### config.mk
export PLATFORM = sky130hd
export DESIGN_NAME = ecc_err_capture
export DESIGN_NICKNAME = d
export VERILOG_FILES = /design/src/rtl/ecc_cap_pkg.sv /design/src/rtl/ecc_kind_arbiter.sv /design/src/rtl/ecc_flag_bank.sv /design/src/rtl/ecc_capture_set.sv /design/src/rtl/ecc_err_capture.sv
export SDC_FILE = /design/constraint.sdc
export NUM_CORES = 1
export LEC_CHECK = 0
export ABC_CLOCK_PERIOD_IN_PS = 1990
export BUFFER_PORTS_ARGS = -buffer_cell sky130_fd_sc_hd__buf_2
export CAP_MARGIN = 10
export CORE_MARGIN = 3
export CORE_UTILIZATION = 46
export CTS_BUF_LIST = sky130_fd_sc_hd__clkbuf_4
export DETAILED_ROUTE_END_ITERATION = 12
export PLACE_DENSITY = 0.9
export SLEW_MARGIN = 20
export SYNTH_ARGS = -nofsm -noshare
export SYNTH_HDL_FRONTEND = slang
export SYNTH_HIERARCHICAL = 1
export SYNTH_SLANG_ARGS = --single-unit
### constraint.sdc
create_clock -name clk -period 1.99 [get_ports clk]
set_clock_uncertainty 0.2 [all_clocks]
set_input_delay 0.0995 -clock clk [delete_from_list [all_inputs] [get_ports clk]]
set_output_delay 0.0995 -clock clk [all_outputs]
set_load 0.05 [all_outputs]
### src/rtl/ecc_cap_pkg.sv
package ecc_cap_pkg;
    // report kinds; the numeric value is both flag bit and priority rank
    typedef enum logic [1:0] {
        KIND_RAM_CORR = 2'd0,
        KIND_FL_CORR  = 2'd1,
        KIND_RAM_UNC  = 2'd2,
        KIND_FL_UNC   = 2'd3
    } err_kind_e;

    localparam int NUM_KINDS = 4;
    localparam int REG_IDX_W = 3;

    localparam logic [REG_IDX_W-1:0] IDX_FLAGS    = 3'd0;
    localparam logic [REG_IDX_W-1:0] IDX_RAM_ADDR = 3'd1;
    localparam logic [REG_IDX_W-1:0] IDX_RAM_ATTR = 3'd2;
    localparam logic [REG_IDX_W-1:0] IDX_RAM_DATA = 3'd3;
    localparam logic [REG_IDX_W-1:0] IDX_FL_ADDR  = 3'd4;
    localparam logic [REG_IDX_W-1:0] IDX_FL_ATTR  = 3'd5;
    localparam logic [REG_IDX_W-1:0] IDX_FL_DATA  = 3'd6;
endpackage

### src/rtl/ecc_kind_arbiter.sv
module ecc_kind_arbiter #(
    parameter int NK = 4
) (
    input  logic          clk,
    input  logic          rst_n,
    input  logic [NK-1:0] req_i,
    input  logic [NK-1:0] en_i,
    output logic [NK-1:0] win_o
);
    logic [NK-1:0] live;
    logic [NK:0]   taken;

    assign live     = req_i & en_i;
    assign taken[0] = 1'b0;

    // lowest index wins; taken[k] says a higher-priority kind is live
    for (genvar k = 0; k < NK; k++) begin : g_rank
        assign win_o[k]   = live[k] & ~taken[k];
        assign taken[k+1] = taken[k] | live[k];
    end

    // at most one winner, and never a disabled kind
    assert_one_winner_R6: assert property (@(posedge clk) disable iff (!rst_n)
        $onehot0(win_o));
    assert_disabled_loses_R11: assert property (@(posedge clk) disable iff (!rst_n)
        (win_o & ~en_i) == '0);
endmodule

### src/rtl/ecc_flag_bank.sv
module ecc_flag_bank #(
    parameter int NK = 4
) (
    input  logic          clk,
    input  logic          rst_n,
    input  logic [NK-1:0] set_i,
    input  logic [NK-1:0] clr_i,
    input  logic [NK-1:0] en_i,
    output logic [NK-1:0] flag_o,
    output logic          irq_o
);
    logic [NK-1:0] flag_q;

    always_ff @(posedge clk) begin
        if (!rst_n) flag_q <= '0;
        else        flag_q <= (flag_q & ~clr_i) | set_i;   // set beats clear
    end

    assign flag_o = flag_q;
    assign irq_o  = |(flag_q & en_i);

    assert_set_wins_R5: assert property (@(posedge clk) disable iff (!rst_n)
        (set_i != '0) |=> ((flag_q & $past(set_i)) == $past(set_i)));
    assert_w1c_clears_R4: assert property (@(posedge clk) disable iff (!rst_n)
        ((clr_i & ~set_i) != '0) |=> ((flag_q & $past(clr_i & ~set_i)) == '0));
    assert_no_spurious_rise_R6: assert property (@(posedge clk) disable iff (!rst_n)
        1'b1 |=> ((flag_q & ~$past(flag_q) & ~$past(set_i)) == '0));
    assert_irq_has_source_R10: assert property (@(posedge clk) disable iff (!rst_n)
        irq_o |-> (flag_q != '0));
endmodule

### src/rtl/ecc_capture_set.sv
module ecc_capture_set #(
    parameter int AW = 32,
    parameter int TW = 9,
    parameter int DW = 32
) (
    input  logic          clk,
    input  logic          rst_n,
    input  logic          load_i,
    input  logic [AW-1:0] addr_i,
    input  logic [TW-1:0] attr_i,
    input  logic [DW-1:0] data_i,
    output logic [AW-1:0] addr_o,
    output logic [TW-1:0] attr_o,
    output logic [DW-1:0] data_o
);
    always_ff @(posedge clk) begin
        if (!rst_n) begin
            addr_o <= '0;
            attr_o <= '0;
            data_o <= '0;
        end else if (load_i) begin
            addr_o <= addr_i;
            attr_o <= attr_i;
            data_o <= data_i;
        end
    end
endmodule

### src/rtl/ecc_err_capture.sv
module ecc_err_capture
    import ecc_cap_pkg::*;
#(
    parameter int ADDR_W = 32,
    parameter int DATA_W = 32,
    parameter int ATTR_W = 8,
    parameter int REG_W  = 32
) (
    input  logic                 clk,
    input  logic                 rst_n,
    input  logic                 ram_big_ce,
    input  logic                 ram_big_nce,
    input  logic [ADDR_W-1:0]    ram_big_addr,
    input  logic [ATTR_W-1:0]    ram_big_attr,
    input  logic [DATA_W-1:0]    ram_big_data,
    input  logic                 ram_small_ce,
    input  logic                 ram_small_nce,
    input  logic [ADDR_W-1:0]    ram_small_addr,
    input  logic [ATTR_W-1:0]    ram_small_attr,
    input  logic [DATA_W-1:0]    ram_small_data,
    input  logic                 fl_ce,
    input  logic                 fl_nce,
    input  logic [ADDR_W-1:0]    fl_addr,
    input  logic [ATTR_W-1:0]    fl_attr,
    input  logic [DATA_W-1:0]    fl_data,
    input  logic [3:0]           kind_en,
    input  logic                 reg_wr,
    input  logic [2:0]           reg_addr,
    input  logic [REG_W-1:0]     reg_wdata,
    output logic [REG_W-1:0]     reg_rdata,
    output logic                 irq
);
    localparam int RTW = ATTR_W + 1;   // RAM attributes plus array-select bit

    logic [NUM_KINDS-1:0] kind_req, kind_win, flag_clr, flags;
    logic                 ram_win, fl_win, pick_small;
    logic [ADDR_W-1:0]    ram_addr_sel, ram_addr_q, fl_addr_q;
    logic [RTW-1:0]       ram_attr_sel, ram_attr_q;
    logic [ATTR_W-1:0]    fl_attr_q;
    logic [DATA_W-1:0]    ram_data_sel, ram_data_q, fl_data_q;

    always_comb begin
        kind_req[KIND_RAM_CORR] = ram_big_ce  | ram_small_ce;
        kind_req[KIND_FL_CORR]  = fl_ce;
        kind_req[KIND_RAM_UNC]  = ram_big_nce | ram_small_nce;
        kind_req[KIND_FL_UNC]   = fl_nce;
    end

    ecc_kind_arbiter #(.NK(NUM_KINDS)) u_arb (
        .clk(clk), .rst_n(rst_n), .req_i(kind_req), .en_i(kind_en), .win_o(kind_win)
    );

    assign ram_win = kind_win[KIND_RAM_CORR] | kind_win[KIND_RAM_UNC];
    assign fl_win  = kind_win[KIND_FL_CORR]  | kind_win[KIND_FL_UNC];

    // large array preferred when it carries the winning RAM kind
    always_comb begin
        pick_small = kind_win[KIND_RAM_CORR] ? ~ram_big_ce : ~ram_big_nce;
        if (pick_small) begin
            ram_addr_sel = ram_small_addr;
            ram_attr_sel = {1'b1, ram_small_attr};
            ram_data_sel = ram_small_data;
        end else begin
            ram_addr_sel = ram_big_addr;
            ram_attr_sel = {1'b0, ram_big_attr};
            ram_data_sel = ram_big_data;
        end
    end

    assign flag_clr = (reg_wr && reg_addr == IDX_FLAGS) ? reg_wdata[NUM_KINDS-1:0] : '0;

    ecc_flag_bank #(.NK(NUM_KINDS)) u_flags (
        .clk(clk), .rst_n(rst_n), .set_i(kind_win), .clr_i(flag_clr),
        .en_i(kind_en), .flag_o(flags), .irq_o(irq)
    );

    ecc_capture_set #(.AW(ADDR_W), .TW(RTW), .DW(DATA_W)) u_ram_cap (
        .clk(clk), .rst_n(rst_n), .load_i(ram_win),
        .addr_i(ram_addr_sel), .attr_i(ram_attr_sel), .data_i(ram_data_sel),
        .addr_o(ram_addr_q), .attr_o(ram_attr_q), .data_o(ram_data_q)
    );

    ecc_capture_set #(.AW(ADDR_W), .TW(ATTR_W), .DW(DATA_W)) u_fl_cap (
        .clk(clk), .rst_n(rst_n), .load_i(fl_win),
        .addr_i(fl_addr), .attr_i(fl_attr), .data_i(fl_data),
        .addr_o(fl_addr_q), .attr_o(fl_attr_q), .data_o(fl_data_q)
    );

    always_comb begin
        unique case (reg_addr)
            IDX_FLAGS:    reg_rdata = REG_W'(flags);
            IDX_RAM_ADDR: reg_rdata = REG_W'(ram_addr_q);
            IDX_RAM_ATTR: reg_rdata = REG_W'(ram_attr_q);
            IDX_RAM_DATA: reg_rdata = REG_W'(ram_data_q);
            IDX_FL_ADDR:  reg_rdata = REG_W'(fl_addr_q);
            IDX_FL_ATTR:  reg_rdata = REG_W'(fl_attr_q);
            IDX_FL_DATA:  reg_rdata = REG_W'(fl_data_q);
            default:      reg_rdata = '0;
        endcase
    end

    assert_big_array_first_R7: assert property (@(posedge clk) disable iff (!rst_n)
        (kind_win[KIND_RAM_UNC] && ram_big_nce) |=> (ram_attr_q[ATTR_W] == 1'b0));
    assert_ram_capture_holds_R8: assert property (@(posedge clk) disable iff (!rst_n)
        !ram_win |=> ($stable(ram_addr_q) && $stable(ram_data_q)));
    assert_flash_capture_holds_R9: assert property (@(posedge clk) disable iff (!rst_n)
        !fl_win |=> ($stable(fl_addr_q) && $stable(fl_data_q)));
endmodule

==> results.toml, run 1 <==
[synth]
synthTopCellsByCount = "mux2i_1, nor2b_1, dfxtp_1"
synth_area_per_cell_um2 = 10.7
ys_seq_elements = 149
synthAdderAreaFrac = 0
synth_top_family_by_area = "multiplexers"
synth_cells = 735
synth_edf_count = 0
syn_area_um2 = 7880
synth_area_leaders = "dfxtp_1, mux2i_1, nor2b_1, mux2_2, a221oi_1"
synth_compound_area_frac = 0.0874
syn_nets = 999
async_reset_ff_frac = 0
yosysUniqueCellTypes = 34
ys.flop_type = "dfxtp_1"
synth.most_common_cell = "mux2i_1"
synthMuxAreaShare = 0.320
synth.top_cell.area_share = 0.378
yosys.area_share.simple = 0.144
yosysWarnings = 6
synth-xor-area-share = 0
yosysSeqAreaShare = 0.378
synth_top_area_cell = "dfxtp_1"

[grt]
antenna_found_initial = 6
grt_pass1_vias = 8703
grt_overflow_total = 0
track_usage = 0.320
grt_pass1_wl_um = 46000
grt_max_degree = 61

[run_status]
outcome = "complete, but fails checks"
violations = "negative setup slack"

[clock_tree]
cts_made_buffers = 17
cts_tree = "done"
insertion_delay_ps = 540
root_buffer = "clkbuf_4"
clockBufferDepth = 2
htree_levels = 4
path_clk_slew_ps = 140
cts_sinks = 149

[floorplanning]
initial_core_util = 0.472
core-area_um2 = 16700
die_w_um = 137
die_h_um = 137
io_pins = 297
floorplan.die_area_um2 = 18700
num_rows = 47

[critical_path]
crit_path_end_kind = "flop"
worst_ep_required_time_ps = 2280
critical_path_class = "in -> reg"
cp-start-kind = "input port"
slowest_stage = "dlygate4sd3_1"
critical_path.max_stage_delay_ps = 580
crit_top_cell = "dlygate4sd3_1"
critPathArrivalTime_ps = 2330
cp_max_fo = 2
worst-r2r-cell-count = 3
cp_cell_sequence = "buf_2, or2_2, buf_4, a22oi_2, and4_4, dlygate4sd3_1, o21a_1, dlygate4sd3_1"

[power]
ir_drop_v = 0.000446
leakage_nw = 5.24
power_density_nw_per_um2 = 610

[routing]
drt-total-wl_um = 31200
via_per_inst = 5.53
drc = 0
dr.pass1.iters = 5
wl_per_cell_um = 21.2
drtIter0Drc = 488
via_count = 8118
ant_nets = 0

[timing]
fin_crit_ps = 2050
relSlewSlack = 0.555
setup_viol = 4
max_freq_mhz = 488
worst_slack_ps = -58.0
fin_crit_sh = 1.03
drv_slew = 0
hold-worst-slack_ps = 156
hold_viol = 0
worst_pin_slew_ps = 658
rsz0062_at_grt = "yes"

[worst_hold_path]
min_path_type = "in -> reg"
holdPathStages = 4

[place]
gp_congestion = 0.841
port_buffers = 268
dp_slack_ps = -203
dp_hpwl_um = 15300

[layout]
layout-drive-gt1-share = 0.361
final_nets = 1492
area_growth_pct = 54.8

[run]
max_cap_viol_count = 0
[per-stage QoR]
stage | power [mW] | setup TNS, ps | util | area [um2] | cells
2_1_floorplan | 4.57 | -416 | - | 7880 | 735
3_3_place_gp | 4.99 | -14910 | 0.556 | 9290 | 1183
3_5_place_dp | 5.03 | -19620 | 0.556 | 9290 | 1183
4_1_cts | 7.24 | -395 | 0.718 | 12000 | 1448
5_1_grt | 7.72 | -653 | 0.731 | 12200 | 1467
6_report | 7.45 | -170 | 0.731 | 12200 | 1468
[final timing paths]
kind,startpoint,endpoint,slack (ps)
worst max register to register,u_flags/flag_o[3],u_flags/flag_o[3],420
worst min-delay path,fl_attr[5],u_fl_cap/attr_o[5],160
worst max-delay path,ram_big_ce,u_flags/flag_o[3],-60
worst min register to register,u_ram_cap/attr_o[4],u_ram_cap/attr_o[4],330
[critical path: cells and delay by family]
family / cells / cell delay, ps
buffers and inverters: 4 / 1370
AOI/OAI and AO/OA: 2 / 320
and+or+nand+nor: 2 / 540
[power by group]
part	internal, mW	total [mW]	switching, mW
sequential	3.20	3.35	0.143
clock	0.764	1.88	1.11
combinational	1.16	2.23	1.07
total	5.13	7.45	2.32
[placed cells by master, fill, tap and decap left out, drive strengths merged, types with 7 or more instances in the layout]
cell type | netlist | routed
a21oi | 24 | 24
a221oi | 26 | 26
a22oi | 25 | 25
buf | 40 | 303
clkbuf | 22 | 21
clkinv | 0 | 8
dfxtp | 149 | 149
diode | 0 | 7
dlygate4sd3 | 0 | 232
mux2 | 81 | 81
mux2i | 160 | 160
nand2 | 12 | 12
nor2b | 154 | 154
o21a | 9 | 9
or2 | 7 | 7
[sequential cells by signal (all words and copies together) (netlist names)]
signal and cells:
u_ram_cap/attr_o 9, u_ram_cap/data_o 32, u_ram_cap/addr_o 32, u_fl_cap/data_o 32, u_fl_cap/attr_o 8, u_fl_cap/addr_o 32
u_flags/flag_o 4
[routing by layer]
metal | track usage | up-vias | share of wire
li1 | - | 3616 | -
met1 | 0.337 | 3778 | 0.36
met2 | 0.558 | 569 | 0.50
met3 | 0.0882 | 155 | 0.086
met4 | 0.215 | 0 | 0.059
met5 | 0 | - | 0
[layout make-up]
cell class / instances / area [um2]
multi-input combinational: 523 / 4510
fill: 1024 / 4500
timing repair buffer: 536 / 4120
sequential: 149 / 3010
tap: 220 / 275
clock buffer: 20 / 150
clock inverter: 12 / 113
antenna: 7 / 17.5
inverter: 1 / 3.75
[logic make-up after synthesis]
| family | Yosys count |
|---|---|
| mux | 241 |
| simple gates | 187 |
| flops | 149 |
| compound gates | 95 |
| buf+inv | 63 |
[repair_timing]
| action | CTS | global route |
|---|---|---|
| gates resized for setup | 25 | 29 |
| setup buffers | 0 | 15 |
| setup endpoints to repair | 8 | 12 |
| hold buffers | 233 | 0 |
| pin swaps | 1 | 7 |
| hold endpoints to repair | 149 | 0 |
No activity file was read; power rests on OpenSTA's default activity.
==> run 2, diff against run 1 <==
--- a/config.mk
+++ b/config.mk
@@ -6,13 +6,13 @@
 export NUM_CORES = 1
 export LEC_CHECK = 0
 export ABC_CLOCK_PERIOD_IN_PS = 1990
-export BUFFER_PORTS_ARGS = -buffer_cell sky130_fd_sc_hd__buf_2
 export CAP_MARGIN = 10
 export CORE_MARGIN = 3
-export CORE_UTILIZATION = 46
+export CORE_UTILIZATION = 55
 export CTS_BUF_LIST = sky130_fd_sc_hd__clkbuf_4
 export DETAILED_ROUTE_END_ITERATION = 12
-export PLACE_DENSITY = 0.9
+export DONT_BUFFER_PORTS = 1
+export PLACE_DENSITY = 0.84
 export SLEW_MARGIN = 20
 export SYNTH_ARGS = -nofsm -noshare
 export SYNTH_HDL_FRONTEND = slang
==> results.toml, run 2 <==
[run_status]
outcome = "stopped before the end"
lastStage = "clock tree synthesis"
error_line = "[ERROR RSZ-0060] Max buffer count reached."

[clock_tree]
htree_levels = 4
hold_buffers = 188
cts_sinks = 149
cts_made_buffers = 17
cts.repair.resized = 19
clockBufferDepth = 2
postCtsSetupBuffers = 2
root_buffer = "clkbuf_4"

[floorplanning]
io_pins = 297
die_w_um = 126
die_h_um = 126
initial_core_util = 0.566
num_rows = 43

[synth]
synth_area_leaders = "dfxtp_1, mux2i_1, nor2b_1, mux2_2, a221oi_1"
async_reset_ff_frac = 0
synth_cells = 735
yosysWarnings = 6
syn_nets = 999
synth_area_per_cell_um2 = 10.7
synth_edf_count = 0
synth.most_common_cell = "mux2i_1"
syn_area_um2 = 7880
synth.top_cell.area_share = 0.378
ys.flop_type = "dfxtp_1"
ys_seq_elements = 149
yosysSeqAreaShare = 0.378
yosysUniqueCellTypes = 34
synthTopCellsByCount = "mux2i_1, nor2b_1, dfxtp_1"
synth_top_area_cell = "dfxtp_1"

[place]
port_buffers = 0
gp_congestion = 0.879
dp_hpwl_um = 13800
dp.cells = 904
-- run 2: cell counts after synthesis --
Identical to the previous run, type by type.
-- run 2: logic make-up after synthesis --
group | after synthesis | synth area share
mux | 241 | 0.320
compound gates | 95 | 0.0874
buf+inv | 63 | 0.0695
flops | 149 | 0.378
simple gates | 187 | 0.144
-- run 2: stage by stage --
stage / hold WS, ps / setup slack, ps / cell area (um2) / util
2_1_floorplan: 17.0 / -21.6 / 7880 / -
3_3_place_gp: 27.8 / -16.8 / 8080 / 0.580
3_5_place_dp: 32.1 / -127 / 8080 / 0.580
==> run 3, diff against run 2 <==
--- a/config.mk
+++ b/config.mk
@@ -5,14 +5,13 @@
 export SDC_FILE = /design/constraint.sdc
 export NUM_CORES = 1
 export LEC_CHECK = 0
-export ABC_CLOCK_PERIOD_IN_PS = 1990
+export ABC_CLOCK_PERIOD_IN_PS = 2600
 export CAP_MARGIN = 10
 export CORE_MARGIN = 3
-export CORE_UTILIZATION = 55
-export CTS_BUF_LIST = sky130_fd_sc_hd__clkbuf_4
+export CORE_UTILIZATION = 40
 export DETAILED_ROUTE_END_ITERATION = 12
 export DONT_BUFFER_PORTS = 1
-export PLACE_DENSITY = 0.84
+export PLACE_DENSITY_LB_ADDON = 0.15
 export SLEW_MARGIN = 20
 export SYNTH_ARGS = -nofsm -noshare
 export SYNTH_HDL_FRONTEND = slang
==> constraint.sdc (replaced) <==
create_clock -name clk -period 2.6 [get_ports clk]
set_clock_uncertainty 0.2 [all_clocks]
set_input_delay 0.13 -clock clk [delete_from_list [all_inputs] [get_ports clk]]
set_output_delay 0.13 -clock clk [all_outputs]
set_load 0.05 [all_outputs]
==> results.toml, run 3 <==
[floorplanning]
die_w_um = 146
num_rows = 50
initial_core_util = 0.415
io_pins = 297
die_h_um = 146

[place]
dp_hpwl_um = 14100
placed_area_um2 = 8100
port_buffers = 0
gp_congestion = 0.766

[clock_tree]
cts.repair.resized = 0
cts_sinks = 149
root_buffer = "clkbuf_16"
cts_made_buffers = 17
htree_levels = 4
hold_buffers = 203
clockBufferDepth = 2
postCtsSetupBuffers = 0

[synth]
yosysSeqAreaShare = 0.378
async_reset_ff_frac = 0
ys_seq_elements = 149
synth_top_area_cell = "dfxtp_1"
synth.most_common_cell = "mux2i_1"
synth_compound_area_frac = 0.0874
synth_edf_count = 0
synth_cells = 735
yosysWarnings = 6
synth.top_cell.area_share = 0.378
synth-xor-area-share = 0
synthTopCellsByCount = "mux2i_1, nor2b_1, dfxtp_1"
yosysUniqueCellTypes = 34
synth_top_family_by_area = "multiplexers"
syn_nets = 999
synth_area_per_cell_um2 = 10.7
syn_area_um2 = 7880
ys.flop_type = "dfxtp_1"
yosys.area_share.simple = 0.144
synth_area_leaders = "dfxtp_1, mux2i_1, nor2b_1, mux2_2, a221oi_1"
synthAdderAreaFrac = 0
synthMuxAreaShare = 0.320

[run_status]
lastStage = "clock tree synthesis"
outcome = "stopped before the end"
error_line = "[ERROR RSZ-0060] Max buffer count reached."
==> run 3: cell counts after synthesis <==
No cell type changed its count.
==> run 3: kinds of logic after synthesis <==
logic type / count (synthesis)
muxes: 241
and+or+nand+nor: 187
DFF: 149
AOI/OAI and AO/OA: 95
buffers and inverters: 63
==> run 3: stage by stage <==
step	std cells	worst slack (ps)	hold slack (ps)	utilization
after detailed placement	976	332	67.3	0.426
after global placement	976	381	61.0	0.426
after floorplan	735	514	47.5	-
